## src/rtl/erase_seq_pkg.sv

```systemverilog
package erase_seq_pkg;
    localparam int ADDR_W = 32;
    localparam int IDX_W  = 6;
    localparam int LOG2_W = $clog2(ADDR_W);

    localparam logic [IDX_W-1:0] CMD_STATUS = 6'd13;
    localparam logic [IDX_W-1:0] CMD_START  = 6'd35;
    localparam logic [IDX_W-1:0] CMD_END    = 6'd36;
    localparam logic [IDX_W-1:0] CMD_ERASE  = 6'd38;

    typedef enum logic [1:0] {
        SQ_IDLE  = 2'd0,
        SQ_START = 2'd1,
        SQ_END   = 2'd2
    } seq_state_e;

    typedef struct packed {
        logic seq_err;
        logic erase_rst;
        logic wp_skip;
    } status_t;

    function automatic logic [ADDR_W-1:0] to_group(input logic [ADDR_W-1:0] addr,
                                                   input logic [LOG2_W-1:0] lg);
        return addr >> lg;
    endfunction
endpackage

```

## src/rtl/erase_seq_fsm.sv

```systemverilog
module erase_seq_fsm
    import erase_seq_pkg::*;
#(
    parameter int AW = ADDR_W
) (
    input  logic              clk,
    input  logic              rst,
    input  logic              cmd_ok,
    input  logic [IDX_W-1:0]  cmd_index,
    input  logic [AW-1:0]     cmd_addr,
    input  logic [LOG2_W-1:0] grp_log2,
    output seq_state_e        state,
    output logic              walk_go,
    output logic [AW-1:0]     first_grp,
    output logic [AW-1:0]     last_grp,
    output logic              ev_seq_err,
    output logic              ev_erase_rst
);
    seq_state_e      state_n;
    logic [AW-1:0]   grp_in;
    logic            ld_first, ld_last;

    assign grp_in = to_group(cmd_addr, grp_log2);

    always_comb begin
        state_n      = state;
        walk_go      = 1'b0;
        ld_first     = 1'b0;
        ld_last      = 1'b0;
        ev_seq_err   = 1'b0;
        ev_erase_rst = 1'b0;
        if (cmd_ok) begin
            unique case (cmd_index)
                CMD_START: begin
                    if (state == SQ_IDLE) begin
                        ld_first = 1'b1;
                        state_n  = SQ_START;
                    end else begin
                        ev_seq_err = 1'b1;
                        state_n    = SQ_IDLE;
                    end
                end
                CMD_END: begin
                    if (state == SQ_START) begin
                        ld_last = 1'b1;
                        state_n = SQ_END;
                    end else begin
                        ev_seq_err = 1'b1;
                        state_n    = SQ_IDLE;
                    end
                end
                CMD_ERASE: begin
                    state_n = SQ_IDLE;
                    if (state == SQ_END && last_grp >= first_grp) walk_go = 1'b1;
                    else ev_seq_err = 1'b1;
                end
                CMD_STATUS: ;
                default: begin
                    if (state != SQ_IDLE) begin
                        ev_erase_rst = 1'b1;
                        state_n      = SQ_IDLE;
                    end
                end
            endcase
        end
    end

    always_ff @(posedge clk) begin
        if (rst) begin
            state     <= SQ_IDLE;
            first_grp <= '0;
            last_grp  <= '0;
        end else begin
            state <= state_n;
            if (ld_first) first_grp <= grp_in;
            if (ld_last)  last_grp  <= grp_in;
        end
    end


    err_returns_idle_chk: assert property (@(posedge clk) disable iff (rst)
        ev_seq_err |=> state == SQ_IDLE);
endmodule

```

## src/rtl/erase_walker.sv

```systemverilog
module erase_walker
    import erase_seq_pkg::*;
#(
    parameter int AW = ADDR_W
) (
    input  logic          clk,
    input  logic          rst,
    input  logic          go,
    input  logic [AW-1:0] first_grp,
    input  logic [AW-1:0] last_grp,
    input  logic          wp_protected,
    output logic          busy,
    output logic [AW-1:0] cur_grp,
    output logic          strobe,
    output logic          skip_evt
);
    logic [AW-1:0] end_q;
    logic          at_end;

    assign at_end   = (cur_grp == end_q);
    assign strobe   = busy && !wp_protected;
    assign skip_evt = busy && wp_protected;

    always_ff @(posedge clk) begin
        if (rst) begin
            busy    <= 1'b0;
            cur_grp <= '0;
            end_q   <= '0;
        end else if (go && !busy) begin
            busy    <= 1'b1;
            cur_grp <= first_grp;
            end_q   <= last_grp;
        end else if (busy) begin
            if (at_end) busy <= 1'b0;
            else        cur_grp <= cur_grp + 1'b1;
        end
    end


    walk_step_chk: assert property (@(posedge clk) disable iff (rst)
        busy && !at_end |=> busy && cur_grp == $past(cur_grp) + 1'b1);

    walk_done_chk: assert property (@(posedge clk) disable iff (rst)
        busy && at_end |=> !busy);

    walk_bound_chk: assert property (@(posedge clk) disable iff (rst)
        busy |-> cur_grp <= end_q);
endmodule

```

## src/rtl/erase_status.sv

```systemverilog
module erase_status
    import erase_seq_pkg::*;
(
    input  logic    clk,
    input  logic    rst,
    input  logic    clr,
    input  status_t set_ev,
    output status_t flags
);
    always_ff @(posedge clk) begin
        if (rst) flags <= '0;
        else     flags <= (clr ? status_t'('0) : flags) | set_ev;
    end


    seq_err_sticky_chk: assert property (@(posedge clk) disable iff (rst)
        flags.seq_err && !clr |=> flags.seq_err);

    erase_rst_sticky_chk: assert property (@(posedge clk) disable iff (rst)
        flags.erase_rst && !clr |=> flags.erase_rst);
endmodule

```

## src/rtl/erase_seq_ctrl.sv

```systemverilog
module erase_seq_ctrl
    import erase_seq_pkg::*;
(
    input  logic              clk,
    input  logic              rst,
    input  logic              cmd_valid,
    input  logic [IDX_W-1:0]  cmd_index,
    input  logic [ADDR_W-1:0] cmd_addr,
    input  logic [LOG2_W-1:0] grp_log2,
    input  logic              status_clr,
    input  logic              wp_protected,
    output logic [ADDR_W-1:0] wp_query_grp,
    output logic              erase_stb,
    output logic [ADDR_W-1:0] erase_grp,
    output logic              busy,
    output logic              seq_err,
    output logic              erase_rst,
    output logic              wp_skip
);
    seq_state_e        state;
    logic              walk_go, ev_seq, ev_rst, skip_evt;
    logic [ADDR_W-1:0] first_grp, last_grp, cur_grp;
    status_t           ev, flags;

    erase_seq_fsm #(.AW(ADDR_W)) u_fsm (
        .clk(clk), .rst(rst),
        .cmd_ok(cmd_valid && !busy),
        .cmd_index(cmd_index), .cmd_addr(cmd_addr), .grp_log2(grp_log2),
        .state(state), .walk_go(walk_go),
        .first_grp(first_grp), .last_grp(last_grp),
        .ev_seq_err(ev_seq), .ev_erase_rst(ev_rst)
    );

    erase_walker #(.AW(ADDR_W)) u_walk (
        .clk(clk), .rst(rst), .go(walk_go),
        .first_grp(first_grp), .last_grp(last_grp),
        .wp_protected(wp_protected),
        .busy(busy), .cur_grp(cur_grp), .strobe(erase_stb), .skip_evt(skip_evt)
    );

    assign ev = '{seq_err: ev_seq, erase_rst: ev_rst, wp_skip: skip_evt};

    erase_status u_stat (
        .clk(clk), .rst(rst), .clr(status_clr), .set_ev(ev), .flags(flags)
    );

    assign wp_query_grp = cur_grp;
    assign erase_grp    = cur_grp;
    assign seq_err      = flags.seq_err;
    assign erase_rst    = flags.erase_rst;
    assign wp_skip      = flags.wp_skip;


    idle_while_busy_chk: assert property (@(posedge clk) disable iff (rst)
        busy |-> state == SQ_IDLE);

    skip_cause_chk: assert property (@(posedge clk) disable iff (rst)
        $rose(wp_skip) |-> $past(busy && wp_protected));
endmodule

```

## config.mk

```make
export PLATFORM = sky130hd
export DESIGN_NAME = erase_seq_ctrl
export DESIGN_NICKNAME = d
export VERILOG_FILES = /design/src/rtl/erase_seq_pkg.sv /design/src/rtl/erase_seq_fsm.sv /design/src/rtl/erase_walker.sv /design/src/rtl/erase_status.sv /design/src/rtl/erase_seq_ctrl.sv
export SDC_FILE = /design/constraint.sdc
export NUM_CORES = 1
export LEC_CHECK = 0
export ABC_AREA = 1
export CAP_MARGIN = 20
export CORE_MARGIN = 3
export CORE_UTILIZATION = 55
export CTS_BUF_LIST = sky130_fd_sc_hd__clkbuf_2
export CTS_CLUSTER_SIZE = 40
export DETAILED_ROUTE_END_ITERATION = 7
export PLACE_DENSITY = 0.79
export SLEW_MARGIN = 20
export SYNTH_ARGS = -nofsm -noshare
export SYNTH_HDL_FRONTEND = slang
export SYNTH_SLANG_ARGS = --single-unit
```

## constraint.sdc

```tcl
create_clock -name clk -period 2.15 [get_ports clk]
set_input_delay 0.43 -clock clk [delete_from_list [all_inputs] [get_ports clk]]
set_output_delay 0.43 -clock clk [all_outputs]
set_load 0.01 [all_outputs]
```

==> results of run 1 <==
## state kept, by name, indices dropped and copies added (netlist names)
register / count
u_stat.flags: 3
u_fsm.state: 2
u_fsm.first_grp: 32
u_walk.busy: 1
u_fsm.last_grp: 32
u_walk.end_q: 32
u_walk.cur_grp: 32
## layer usage
layer  up-vias  global-route usage [%]
met5         -                       0
met4         0                    12.2
met3        91                    5.29
met2       590                    47.1
met1      4710                    41.5
li1       5134                       -
## synth_stat cells
master and number:
nand2_1 386, nor2_1 162, inv_1 149, dfxtp_1 134, a21oi_1 99, nand3_1 82, o21ai_0 77, nand4_1 54
o21ai_1 46, buf_4 34, ha_1 33, buf_2 31, clkbuf_1 26, xor2_1 25, o211ai_1 23, nor3_1 16
buf_6 14, inv_2 14, o21a_1 11, a31oi_1 4, mux2i_1 4, nor3_2 4, or2_1 4, buf_1 3
nand2_2 3, nand2_4 3, nor2_2 3, nor2_4 3, or2_2 3, a21o_1 2, nand3_2 2, nor3b_1 2
o21bai_1 2, clkbuf_2 1, clkinv_1 1, dlygate4sd1_1 1, nand3_4 1, nand4_4 1, nor2_8 1, nor4_1 1
o21ai_2 1, o221ai_1 1, o31ai_1 1, or2_0 1
## stage by stage
stage               power [mW]  instance area, um2  util [%]  worst slack (ps)  TNS, ps
CTS                       5.15               11700      72.1             -25.9    -72.2
global route              5.35               12200      75.3              -165    -5850
detailed placement        3.23               11100      68.3              -256   -15120
finish                    5.18               12200      75.3             -7.41    -7.41
floorplan                 2.96                9290         -               312        0
global placement          3.22               11100      68.3              -249   -10880
## worst min-delay path, cell delays in order
cell,delay [ps]
buf_2,90
inv_2,40
buf_12,190
o21ai_0,110
a21oi_1,40
## cell type report
class	count	area, um2	share of cell area, %
Clock buffer	18	90.1	0.737
Tap cell	216	270	2.21
Clock inverter	14	231	1.89
Inverter	164	616	5.04
Timing Repair Buffer	277	2590	21.2
Sequential cell	134	2810	23.0
Antenna cell	1	2.50	0.0205
Multi-Input combinational cell	1061	5610	45.9
## how the worst max path moves through the flow
stage | start | end | slack, ps | depth (start not counted)
after CTS | u_fsm.first_grp[3] | u_walk.cur_grp[9] | -30 | 16
after global routing | u_fsm.last_grp[23] | u_walk.end_q[2] | -170 | 11
after global placement | grp_log2[0] | u_fsm.last_grp[3] | -250 | 11
after detailed placement | cmd_index[5] | u_fsm.last_grp[13] | -260 | 12
after floorplan | u_fsm.first_grp[15] | u_walk.cur_grp[12] | 310 | 16
final | u_fsm.first_grp[4] | u_walk.cur_grp[16] | -7 | 16
## repair_timing
item	CTS	global route
endpoints found under the setup margin	119	96
gates resized for setup	100	131
pin swaps	1	28
gates cloned	0	1
buffers inserted	28	10
## logic make-up (layout without fill, tap and decap cells)
| group | Yosys count | after routing | synth area share, % |
|---|---|---|---|
| adders and majority gates | 33 | 33 | 4.45 |
| xor gates and xnor gates | 25 | 25 | 2.36 |
| DFF | 134 | 134 | 28.9 |
| muxes | 4 | 4 | 0.431 |
| other | 0 | 1 | 0 |
| AOI/OAI and AO/OA | 267 | 267 | 15.6 |
| and+or+nand+nor | 732 | 732 | 34.2 |
| buffers and inverters | 274 | 473 | 14.1 |
## cell usage in the layout (no fill, tap or decap), drive strengths merged, types with 2 or more instances in the layout
master and n:
clkdlybuf4s50 55, dfxtp 134, buf 161, a21o 2
nand2 392, dlygate4sd2 34, nand4 55, dlymetal6s2s 25
o21a 11, nor3 20, o21ai 124, a21oi 99
nor2 169, o211ai 23, bufinv 6, inv 163
nor3b 2, a31oi 4, clkinvlp 2, nand3 85
clkinv 7, clkbuf 19, mux2i 4, xor2 25
or2 8, o21bai 2, ha 33
## report_power, final
| part | switching, mW | internal (mW) | total, mW | leakage, nW |
|---|---|---|---|---|
| clock | 0.999 | 0.994 | 1.99 | 0.181 |
| combinational | 0.427 | 0.291 | 0.718 | 4.75 |
| sequential | 0.00457 | 2.47 | 2.47 | 1.12 |
| total | 1.43 | 3.75 | 5.18 | 6.05 |
==> results.json, run 1 <==
{
  "outcome": "finished, violations left",
  "violations": "design-rule violations, negative setup slack",
  "routed-via-count": 10500,
  "grt_pass1_vias": 9174,
  "r2r_cells": 16,
  "min_from": "rst",
  "clk_pin_slew_ps": 210,
  "path_cells": "inv_1 -> ha_1 -> nand2_2 -> nor2_4 -> nand2_2 -> nor2_2 -> nor2_2 -> nand2_2 -> nand2_2 -> nand2_4 -> nand3_4 -> nand2_8 -> buf_4 -> nor2_1 -> nor2_1 -> nor2_1",
  "dp.cells": 1813,
  "fin_crit_sh_pct": 100,
  "nets": 1736,
  "power.density_mw_per_mm2": 424,
  "gp_congestion": 0.994,
  "drt_pass1_iterations": 8,
  "drc_errors": 3,
  "irDropWorstVdd_uv": 320,
  "clockBufferDepth": 2,
  "met2_wirelength_mm": 13.0,
  "drive_gt1_share_pct": 21.0,
  "synth_cell_type_count": 44,
  "slew_viol_final": 0,
  "synth_top_cell_by_area": "dfxtp_1",
  "rrSetupSlack_ps": -7,
  "seq_area_frac_synth_pct": 28.9,
  "cts_tree": "built",
  "cts.sinks": 134,
  "post_drt_wl_per_cell_um": 15.4,
  "initial_utilization_pct": 57.2,
  "fin_cells": 1885,
  "antenna_left": 0,
  "core-area_mm2": 0.0162,
  "ctsRootBufferMaster": "clkbuf_2",
  "syn_area_per_cell_um2": 6.32,
  "overflow": 0,
  "routed_wl_mm": 28.9,
  "hold_ws_ps": 187,
  "synthesis.nets": 1550,
  "ys_warn_count": 0,
  "critPathMaxFanout": 5,
  "grt_max_degree": 88,
  "vias_per_cell": 5.58,
  "setup_slack_ps": -7.41,
  "dieArea_mm2": 0.0185,
  "clk_latency_ps": 760,
  "rows": 46,
  "antenna_found_initial": 1,
  "setup_viol": 1,
  "reg2reg_to": "u_walk.cur_grp[16]",
  "critPathKind": "reg -> reg",
  "synth.top_cell.area_share_pct": 28.9,
  "die_w_um": 136,
  "relSlewSlack_pct": 60.0,
  "cp_common_cell": "nand2_2",
  "cp.required_ps": 2790,
  "tightestPinTransition_ps": 600,
  "hold_class": "in -> reg",
  "slowest_delay_ps": 370,
  "cp_data_arrival_time_ps": 2800,
  "htree_levels": 4,
  "finalHoldViolCount": 0,
  "hpwl_mm": 20.7,
  "synth_area_leaders": "dfxtp_1 29%, nand2_1 16%, nor2_1 6.5%, inv_1 6.0%, a21oi_1 5.3%",
  "top_layer": "met4",
  "finClkSkew_ps": 24.9,
  "dr.first_iter.drc_count": 1092,
  "endpoint_kind": "flip-flop",
  "cts_buffers": 17,
  "grt_pass1_wl_mm": 45.1,
  "maxCapViolCount": 0,
  "synth_cells": 1469,
  "min_to": "u_walk.end_q[28]",
  "rsz0062_at_grt": "yes",
  "io_pins": 117,
  "io_buffers": 116,
  "syn_area_mm2": 0.00929,
  "fp.dieH_um": 136,
  "synth-seq-cells": 134,
  "leakagePower_nw": 6.05,
  "cts_hold_buffers": 0,
  "path_buf_inv": 2,
  "syn_to_final_growth_pct": 31.6,
  "m1WireLength_mm": 12.1,
  "timing.rr.start": "u_fsm.first_grp[4]",
  "finalWorstPathRequiredPeriod_ps": 2160,
  "cp_slowest_cell": "dfxtp_2",
  "nFillCells": 1296,
  "grt_usage_pct": 30.2,
  "fmax_mhz": 464,
  "hold_depth": 5,
  "startpoint_type": "flip-flop",
  "path_delay_family": "simple AND/OR/NAND/NOR gates",
  "route.met3.wl_mm": 2.91
}
No activity file was read; power rests on OpenSTA's default activity.
==> inputs of run 2 (changes only) <==
--- a/config.mk
+++ b/config.mk
@@ -12,6 +12,7 @@
 export CTS_BUF_LIST = sky130_fd_sc_hd__clkbuf_2
 export CTS_CLUSTER_SIZE = 40
 export DETAILED_ROUTE_END_ITERATION = 7
+export GPL_TIMING_DRIVEN = 0
 export PLACE_DENSITY = 0.79
 export SLEW_MARGIN = 20
 export SYNTH_ARGS = -nofsm -noshare
==> results.json, run 2 (same netlist as run 1, synthesis figures left out) <==
{
  "syn_to_final_growth_pct": 28.9,
  "die_w_um": 136,
  "rows": 46,
  "rsz0062_at_grt": "yes",
  "path_cells": "inv_1 -> ha_1 -> nand2_2 -> nor2_2 -> nand2_1 -> nor2_1 -> nor2_1 -> nand2_2 -> nand2_2 -> nand2_4 -> nand3_4 -> nand2_8 -> clkbuf_16 -> nor2_2 -> nor2_1 -> nor2_1",
  "power_frac_clock_pct": 34.8,
  "grt_pass1_vias": 9500,
  "grt_pass1_wl_mm": 47.9,
  "antenna_left": 0,
  "leakagePower_nw": 5.81,
  "io_buffers": 114,
  "hold_class": "in -> reg",
  "vias_per_cell": 5.52,
  "ctsRootBufferMaster": "clkbuf_2",
  "htree_levels": 4,
  "drt_pass1_iterations": 5,
  "overflow": 0,
  "cp_slowest_cell": "dfxtp_2",
  "fin_crit_sh_pct": 107,
  "finClkSkew_ps": 57.0,
  "slowest_delay_ps": 380,
  "endpoint_kind": "flip-flop",
  "cts.sinks": 134,
  "cts_tree": "built",
  "cp_common_cell": "nor2_1",
  "gp_congestion": 0.971,
  "clockBufferDepth": 2,
  "startpoint_type": "flip-flop",
  "seq_power_share_pct": 50.9,
  "dr.first_iter.drc_count": 882,
  "slew_viol_final": 0,
  "routed_wl_mm": 31.1,
  "final_common_cell": "nand2_1",
  "grt_usage_pct": 32.7,
  "combPwrFrac_pct": 14.3,
  "power_mw": 4.83,
  "hpwl_mm": 23.8,
  "power.density_mw_per_mm2": 404,
  "post_drt_wl_per_cell_um": 16.4,
  "fmax_mhz": 436,
  "antenna_found_initial": 1,
  "core-area_mm2": 0.0162,
  "tightestPinTransition_ps": 681,
  "cp_data_arrival_time_ps": 2950,
  "io_pins": 117,
  "p_int_mw": 3.28,
  "drc_errors": 0,
  "p_sw_share_pct": 32.0,
  "critPathKind": "reg -> reg",
  "final_util_pct": 73.7,
  "grt_max_degree": 17,
  "power.switching_mw": 1.55,
  "cp.required_ps": 2810,
  "finalWorstPathRequiredPeriod_ps": 2300,
  "irDropWorstVdd_uv": 296,
  "initial_utilization_pct": 57.2,
  "path_buf_inv": 2,
  "clk_latency_ps": 750,
  "hold_ws_ps": 230,
  "clk_pin_slew_ps": 270,
  "path_delay_family": "simple AND/OR/NAND/NOR gates",
  "violations": "negative setup slack",
  "relSlewSlack_pct": 54.5,
  "setup_viol": 61,
  "finalHoldViolCount": 0,
  "cts_buffers": 17,
  "setup_slack_ps": -145,
  "critPathMaxFanout": 7,
  "fp.dieH_um": 136,
  "routed-via-count": 10500,
  "maxCapViolCount": 0,
  "dieArea_mm2": 0.0185,
  "mostFrequentLayoutCells": "378 x nand2_1, 142 x inv_1, 134 x nor2_1",
  "nets": 1746,
  "drive_gt1_share_pct": 20.8,
  "outcome": "finished, violations left"
}
[run 2: changes by cell type in the layout (fill, tap and decap cells not counted), moves of 9 or more]
cell / previous run / this run
dfxtp_1: 72 / 62
buf_2: 1 / 31
nor2_2: 14 / 23
a21oi_2: 10 / 1
a21oi_1: 89 / 98
clkbuf_1: 0 / 24
buf_12: 12 / 0
nor2_1: 147 / 134
buf_4: 140 / 97
dfxtp_4: 20 / 35
[run 2: per-stage QoR]
step	cell area, um2	setup WS (ps)	setup TNS, ps	instances
after global placement	10700	-496	-34280	1799
after floorplan	9290	312	0	1469
after detailed placement	10700	-534	-37390	1799
after global routing	12000	-224	-10000	1895
final	12000	-145	-4010	1895
after CTS	11600	-62.6	-141	1884
[run 2: worst min-delay path, cell delays in order]
cell and delay (ps):
clkdlybuf4s50_1 420, nand2_1 80, a21oi_1 60
[run 2: layout make-up]
type                    count  area, um2
diodes                      1       2.50
plain buffers             110        712
clock buffers              17       85.1
clock inverters            15        179
fillers                  1409       4260
inverters                 164        618
multi-input cells        1061       5590
flip-flops and latches    134       2860
well taps                 216        270
repair buffers            177       1650
[run 2: power groups by stage]
stage	Combinational, mW	Clock (mW)	Sequential [mW]
floorplan	0.415	0	2.55
global placement	0.653	0	2.55
detailed placement	0.658	0	2.55
CTS	0.673	1.69	2.46
global route	0.753	1.79	2.46
finish	0.691	1.68	2.46
[run 2: layer usage]
layer	global-route usage [%]	wire length, um	vias up
li1	-	-	5152
met1	41.1	13100	4734
met2	56.1	14400	464
met3	4.55	2070	107
met4	14.2	1520	0
met5	0	0	-
[run 2: repair_timing]
action	in CTS	in global routing
setup buffers	52	8
gates resized for setup	179	83
pin swaps	10	26
gates cloned	1	2
setup endpoints to repair	132	84
hold buffers	0	0
[run 2: final timing paths]
path,slack [ps],depth (start not counted),end,start
min reg2reg,480,2,u_stat.flags[2],u_stat.flags[2]
max,-150,16,u_walk.cur_grp[4],u_fsm.first_grp[4]
max reg2reg,-150,16,u_walk.cur_grp[4],u_fsm.first_grp[4]
min,230,3,u_stat.flags[0],wp_protected
